==> src/rtl/refresh_pkg.sv <==
// Shared types for the staggered CBR refresh sequencer.
// Assumes: included first in compile order.
package refresh_pkg;

    // Phases of one CAS-before-RAS refresh cycle.
    typedef enum logic [1:0] {
        PH_IDLE = 2'd0,   // strobes released, bus belongs to the CPU
        PH_CAS  = 2'd1,   // column strobe alone (CAS-to-RAS setup)
        PH_RAS  = 2'd2,   // row and column strobes both active
        PH_PRE  = 2'd3    // strobes released, precharge before handing back
    } cbr_phase_t;

endpackage

==> src/rtl/rfsh_interval_timer.sv <==
// Interval timer: emits a one-clock pulse every TICK_CYC clocks, free-running
// from reset. Assumes TICK_CYC >= 1; the first pulse falls TICK_CYC-1 clocks
// after reset release.
module rfsh_interval_timer #(
    parameter int TICK_CYC = 97
) (
    input  logic clk,
    input  logic rst_n,
    output logic tick
);

    localparam int CW = (TICK_CYC > 1) ? $clog2(TICK_CYC) : 1;
    localparam logic [CW-1:0] LAST = CW'(TICK_CYC - 1);

    logic [CW-1:0] count_q;

    // Count clocks modulo TICK_CYC.
    always_ff @(posedge clk) begin
        if (!rst_n)
            count_q <= '0;
        else if (count_q == LAST)
            count_q <= '0;
        else
            count_q <= count_q + 1'b1;
    end

    // Pulse on the last count of each interval.
    assign tick = (count_q == LAST);

    generate
        if (TICK_CYC > 1) begin : g_spacing_chk
            // pulses are spread out, never back to back.
            assert_tick_spaced_R2: assert property (@(posedge clk) disable iff (!rst_n)
                tick |=> !tick)
                else $error("timer fired on adjacent clocks");
        end
    endgenerate

endmodule

==> src/rtl/rfsh_arbiter.sv <==
// Request tracker and handshake: records a timer expiry as a pending request,
// asks the memory controller for the strobes, starts the CBR engine on grant,
// and latches a sticky flag when a new expiry finds the previous request
// unfinished. Assumes the engine pulses seq_done on its last busy clock.
module rfsh_arbiter (
    input  logic clk,
    input  logic rst_n,
    input  logic tick,
    input  logic mem_grant,
    input  logic seq_idle,
    input  logic seq_done,
    output logic refresh_req,
    output logic seq_start,
    output logic missed_deadline
);

    logic pending_q;
    logic missed_q;

    // Hold a request from timer expiry until its cycle completes.
    always_ff @(posedge clk) begin
        if (!rst_n)
            pending_q <= 1'b0;
        else if (tick)
            pending_q <= 1'b1;
        else if (seq_done)
            pending_q <= 1'b0;
    end

    // Latch a missed deadline until reset.
    always_ff @(posedge clk) begin
        if (!rst_n)
            missed_q <= 1'b0;
        else if (tick && pending_q && !seq_done)
            missed_q <= 1'b1;
    end

    // Ask for the bus only while the engine is free.
    assign refresh_req     = pending_q && seq_idle;
    assign seq_start       = refresh_req && mem_grant;
    assign missed_deadline = missed_q;

    // the engine leaves idle only after a granted request.
    assert_start_needs_grant_R5: assert property (@(posedge clk) disable iff (!rst_n)
        $fell(seq_idle) |-> $past(mem_grant && refresh_req))
        else $error("refresh began without a grant");

    // the missed flag never clears while out of reset.
    assert_missed_sticky_R8: assert property (@(posedge clk) disable iff (!rst_n)
        missed_deadline |=> missed_deadline)
        else $error("missed flag cleared");

endmodule

==> src/rtl/rfsh_cbr_engine.sv <==
// CBR engine: on seq_start, drives CAS on the selected bank for T_CSR clocks,
// adds RAS for T_RAS clocks, releases both, waits T_RP clocks, then steps the
// bank pointer. Strobes decode from registered state. Assumes all delays >= 1
// and that seq_start arrives only while idle.
module rfsh_cbr_engine
    import refresh_pkg::*;
#(
    parameter int BANKS = 8,
    parameter int T_CSR = 2,
    parameter int T_RAS = 5,
    parameter int T_RP  = 3
) (
    input  logic             clk,
    input  logic             rst_n,
    input  logic             seq_start,
    output logic             seq_idle,
    output logic             seq_done,
    output logic             busy,
    output logic [BANKS-1:0] ras_n,
    output logic [BANKS-1:0] cas_n
);

    localparam int BW   = (BANKS > 1) ? $clog2(BANKS) : 1;
    localparam int TMAX = (T_CSR > T_RAS) ? ((T_CSR > T_RP) ? T_CSR : T_RP)
                                          : ((T_RAS > T_RP) ? T_RAS : T_RP);
    localparam int TW   = (TMAX > 1) ? $clog2(TMAX) : 1;
    localparam logic [BW-1:0] LAST_BANK = BW'(BANKS - 1);

    cbr_phase_t    phase_q;
    logic [TW-1:0] wait_q;
    logic [BW-1:0] bank_q;

    // Step through the CBR phases, each timed by a down-counter.
    always_ff @(posedge clk) begin
        if (!rst_n) begin
            phase_q <= PH_IDLE;
            wait_q  <= '0;
        end else begin
            case (phase_q)
                PH_IDLE: if (seq_start) begin
                    phase_q <= PH_CAS;
                    wait_q  <= TW'(T_CSR - 1);
                end
                PH_CAS: if (wait_q == '0) begin
                    phase_q <= PH_RAS;
                    wait_q  <= TW'(T_RAS - 1);
                end else begin
                    wait_q <= wait_q - 1'b1;
                end
                PH_RAS: if (wait_q == '0) begin
                    phase_q <= PH_PRE;
                    wait_q  <= TW'(T_RP - 1);
                end else begin
                    wait_q <= wait_q - 1'b1;
                end
                default: if (wait_q == '0) begin
                    phase_q <= PH_IDLE;
                end else begin
                    wait_q <= wait_q - 1'b1;
                end
            endcase
        end
    end

    // Rotate to the next bank once a cycle has completed.
    always_ff @(posedge clk) begin
        if (!rst_n)
            bank_q <= '0;
        else if (seq_done)
            bank_q <= (bank_q == LAST_BANK) ? '0 : bank_q + 1'b1;
    end

    assign seq_idle = (phase_q == PH_IDLE);
    assign busy     = !seq_idle;
    assign seq_done = (phase_q == PH_PRE) && (wait_q == '0);

    // Decode one strobe pair per bank.
    generate
        for (genvar b = 0; b < BANKS; b++) begin : g_bank
            logic sel;
            assign sel      = (bank_q == BW'(b));
            assign cas_n[b] = !(sel && (phase_q == PH_CAS || phase_q == PH_RAS));
            assign ras_n[b] = !(sel && (phase_q == PH_RAS));
        end
    endgenerate

    // no more than one bank strobed at any time.
    assert_single_bank_R3: assert property (@(posedge clk) disable iff (!rst_n)
        $onehot0(~cas_n))
        else $error("several banks strobed");

    // row strobe only on a bank that already has its column strobe.
    assert_cas_before_ras_R4: assert property (@(posedge clk) disable iff (!rst_n)
        ((~ras_n) & cas_n) == '0)
        else $error("RAS without CAS");

    // pointer advances by exactly one bank per completed cycle.
    assert_bank_steps_R3: assert property (@(posedge clk) disable iff (!rst_n)
        $fell(busy) |-> (bank_q == (($past(bank_q) == LAST_BANK) ? '0 : $past(bank_q) + 1'b1)))
        else $error("bank pointer skipped");

    // any active strobe lies inside a busy window.
    assert_strobe_in_busy_R6: assert property (@(posedge clk) disable iff (!rst_n)
        (|(~cas_n)) |-> busy)
        else $error("strobe outside busy window");

endmodule

==> src/rtl/dram_refresh_seq.sv <==
// Top of the staggered CBR refresh sequencer for BANKS RAS/CAS banks.
// Derives the request spacing from the retention window so that every bank
// gets ROWS refreshes per window. Assumes the memory controller raises
// mem_grant only while no processor cycle is in flight and starts none while
// refresh_req or refresh_busy is high, and that one refresh cycle
// (T_CSR+T_RAS+T_RP clocks) is shorter than the spacing.
module dram_refresh_seq #(
    parameter int BANKS      = 8,
    parameter int ROWS       = 2048,
    parameter int WINDOW_CYC = 1_600_000,
    parameter int T_CSR      = 2,
    parameter int T_RAS      = 5,
    parameter int T_RP       = 3
) (
    input  logic             clk,
    input  logic             rst_n,
    input  logic             mem_grant,
    output logic             refresh_req,
    output logic             refresh_busy,
    output logic             addr_tristate,
    output logic [BANKS-1:0] ras_n,
    output logic [BANKS-1:0] cas_n,
    output logic             missed_deadline
);

    localparam int TICK_CYC = WINDOW_CYC / (ROWS * BANKS);

    logic tick;
    logic seq_start;
    logic seq_idle;
    logic seq_done;
    logic busy;

    rfsh_interval_timer #(
        .TICK_CYC (TICK_CYC)
    ) u_timer (
        .clk   (clk),
        .rst_n (rst_n),
        .tick  (tick)
    );

    rfsh_arbiter u_arb (
        .clk             (clk),
        .rst_n           (rst_n),
        .tick            (tick),
        .mem_grant       (mem_grant),
        .seq_idle        (seq_idle),
        .seq_done        (seq_done),
        .refresh_req     (refresh_req),
        .seq_start       (seq_start),
        .missed_deadline (missed_deadline)
    );

    rfsh_cbr_engine #(
        .BANKS (BANKS),
        .T_CSR (T_CSR),
        .T_RAS (T_RAS),
        .T_RP  (T_RP)
    ) u_engine (
        .clk       (clk),
        .rst_n     (rst_n),
        .seq_start (seq_start),
        .seq_idle  (seq_idle),
        .seq_done  (seq_done),
        .busy      (busy),
        .ras_n     (ras_n),
        .cas_n     (cas_n)
    );

    // Busy holds off the CPU and releases the address bus.
    assign refresh_busy  = busy;
    assign addr_tristate = busy;

endmodule

==> config.mk <==
export PLATFORM = sky130hd
export DESIGN_NAME = dram_refresh_seq
export DESIGN_NICKNAME = d
export VERILOG_FILES = /design/src/rtl/refresh_pkg.sv /design/src/rtl/rfsh_interval_timer.sv /design/src/rtl/rfsh_arbiter.sv /design/src/rtl/rfsh_cbr_engine.sv /design/src/rtl/dram_refresh_seq.sv
export SDC_FILE = /design/constraint.sdc
export NUM_CORES = 1
export LEC_CHECK = 0
export BUFFER_PORTS_ARGS = -buffer_cell sky130_fd_sc_hd__buf_2
export CAP_MARGIN = 20
export CORE_MARGIN = 3
export CORE_UTILIZATION = 50
export CTS_BUF_LIST = sky130_fd_sc_hd__clkbuf_8
export CTS_CLUSTER_SIZE = 40
export DETAILED_ROUTE_END_ITERATION = 8
export PLACE_DENSITY = 0.77
export SYNTH_ARGS = -nofsm -noshare
export SYNTH_HDL_FRONTEND = slang
export SYNTH_HIERARCHICAL = 1
export SYNTH_SLANG_ARGS = --single-unit
==> constraint.sdc <==
create_clock -name clk -period 1.66 [get_ports clk]
set_clock_uncertainty 0.05 [all_clocks]
set_input_delay 0.083 -clock clk [delete_from_list [all_inputs] [get_ports clk]]
set_output_delay 0.083 -clock clk [all_outputs]
set_load 0.01 [all_outputs]
==> results.txt <==
Clock buffer depth - 2
Via count - 986
Post-route clock period utilization - 0.9989
Die Wd - 52.90 microns
Most frequent cells in the layout - 22 x buf_2, 17 x nand2_1, 15 x dfxtp_1
FF-to-FF setup slack - 0.08 ns
Syn Inst Count - 135
Yosys warning count - 6
Avg WL per Cell - 11.90 microns
Chip height - 52.90 microns
Fillers - 170
Simple-gate area share of the yosys netlist - 0.2673
LEAKAGE - 0.5637 nW
Post-synthesis mux area share - 0.01024
Initial Utilization - 0.5439
Fmax - 0.6031 GHz
Max VDD drop - 583.3 uV
Die Area - 2798 sq um
Final Max Tran Viols - 0
Tot GR Track Use - 0.1676
Number of buffers added on ports - 22
H-tree lvl count - 1
Io pins - 23
Yosys cell types - 37
Clock-pin slew of the registers on the worst-case setup and hold paths - 0.06 ns
Crit path arrival time - 1.53 ns
FF+latch count, synth - 17
Synth Net Count - 153
Layout cell share with drive strength beyond 1 - 0.2778
Kind of critical path - reg2out
Largest net degree at the start of global routing - 12
Ys async rst share - 0
Vias in the first global route - 888
Hold/Removal Path Class - in2reg
Largest fanout on the critical path - 7
Post-synthesis compound-gate area fraction - 0.1524
Startpoint types - register
Syn_area_per_cell - 8.147 sq um
First DRT Iteration DRCs - 16
Clock sink total - 17
Residual DRC - 0
Worst-Skew Late Latency - 0.25 ns
Xor/xnor cell area share of the yosys netlist - 0.02389
Main combinational cell family by area after synthesis - simple AND/OR/NAND/NOR gates
Number of synthesized flops with an enable pin - 0
Cell Rows - 16
Max_slew headroom - 0.7225
Nets@finish - 181
Commonest non-fill, non-tap cell in the layout - buf_2
Top_reg_cell synth - dfxtp_1
Drt first pass iters - 4
RSZ-0062 raised after global routing - true
Synth Area in Adders - 0.1706
Worst Path Required - 1.53 ns
ANT nets after route - 0
Netlist area before placement - 1100 sq um
Post-DP HPWL - 1.719 mm
Final wirelength - 2.250 mm
Final GP Congestion - 0.7702
Core area - 2022 sq um
WHS - 0.1211 ns
Power Dens Cells - 548.5 nW/um^2
Area grow syn2layout - 21.50%
Outcome - complete, no violations
Global-route wire length before repair - 3.498 mm
Root Buffer - clkbuf_8
# diodes - 0
Setup crit end kind - output port
Layout Utilization - 0.6609
Tmin final - 1.658 ns
Initial antenna violation count - 0
Final Hold Viols - 0
CTS buffer count - 3
Tightest Pin Transition - 0.4156 ns
Vias per cell - 5.217
Max_cap viols - 0
Final setup viols - 0
TritonCTS clock tree - built
Seq/Total Area, Yosys - 0.3094
GRT Residual Overflow - 0
[stage by stage]
step | power, mW | area, sq um | cells | setup WS, ns | TNS, ns
after CTS | 0.7446 | 1300 | 187 | 0.003982 | 0
final | 0.7330 | 1336 | 189 | 0.001795 | 0
after detailed placement | 0.4557 | 1242 | 183 | 0.002082 | 0
after global placement | 0.4545 | 1242 | 183 | 0.1097 | 0
after floorplan | 0.4454 | 1100 | 135 | 0.1158 | 0
after global routing | 0.7664 | 1336 | 189 | -0.08967 | -0.4015
[Yosys cell counts, types with 2 or more instances]
cell     number  area share
ha_1         15        0.17
and2_1        2       0.011
inv_1        12       0.041
xor2_1        2       0.016
nor2b_4       2       0.025
dfxtp_1      17        0.31
nand3_1      10       0.046
buf_4         2       0.014
o21ai_0       7       0.032
nor2b_1       3       0.017
nor2_1       11       0.038
nand2_1      17       0.058
a21oi_1       9       0.041
or3_1         3       0.017
[worst paths after layout]
path / start / to / cells past startpoint
max reg2reg: u_engine/phase_q[1]$_SDFFE_PN0P_ / u_engine/wait_q[0]$_SDFFE_PN0P_ / 7
min reg2reg: u_timer/count_q[0]$_SDFF_PP0_ / u_timer/count_q[0]$_SDFF_PP0_ / 1
min: rst_n / u_arb/pending_q$_SDFFE_PN0P_ / 2
max: u_engine/phase_q[1]$_SDFFE_PN0P_ / cas_n[0] / 6
[flip-flops by register name, summed over array words and instances (netlist names)]
name / count
u_arb/pending_q: 1
u_engine/phase_q: 2
u_timer/count_q: 7
u_engine/wait_q: 3
u_arb/missed_deadline: 1
u_engine/bank_q: 3
[cell families after synthesis]
group	Yosys count
AND/OR/NAND/NOR	56
AO/OA/AOI/OAI	26
buffers and inverters	17
flip-flops	17
adder cells (fa/ha/maj)	15
XOR/XNOR	3
multiplexers	1
[layer usage]
metal | vias to the layer above | wire length, microns | GRT usage
met3 | 4 | 145 | 0.03380
met2 | 29 | 1133 | 0.3140
met5 | - | 0 | 0
met1 | 450 | 941 | 0.1727
li1 | 503 | - | -
met4 | 0 | 30 | 0.08511
[report_power, final]
part	switching [mW]	internal [mW]	total, mW	leakage, nW
registers	0.00600	0.413	0.419	0.139
logic	0.0156	0.0105	0.0260	0.398
clock network	0.125	0.164	0.288	0.0269
[critical path: stages (launching register included)]
cell and delay [ns]:
dfxtp_4 0.36, inv_1 0.08, ha_2 0.35, buf_6 0.13, nor2b_4 0.17, nand2_1 0.06
buf_2 0.13
[cell type report]
| class | instances | area (sq um) | share of cell area |
|---|---|---|---|
| multi-input combinational | 101 | 711.9 | 0.5328 |
| timing repair buffer | 27 | 151.4 | 0.1133 |
| clock buffer | 3 | 41.29 | 0.03090 |
| tap | 27 | 33.78 | 0.02528 |
| sequential | 17 | 345.3 | 0.2584 |
| inverter | 13 | 48.80 | 0.03652 |
| clock inverter | 1 | 3.754 | 0.002809 |
[timing repair]
item,CTS,global route
resized for setup,5,5
buffers inserted,0,2
setup endpoints to repair,7,7
pin swaps,0,0
hold buffers,0,0
(Power assumes the default switching activity.)
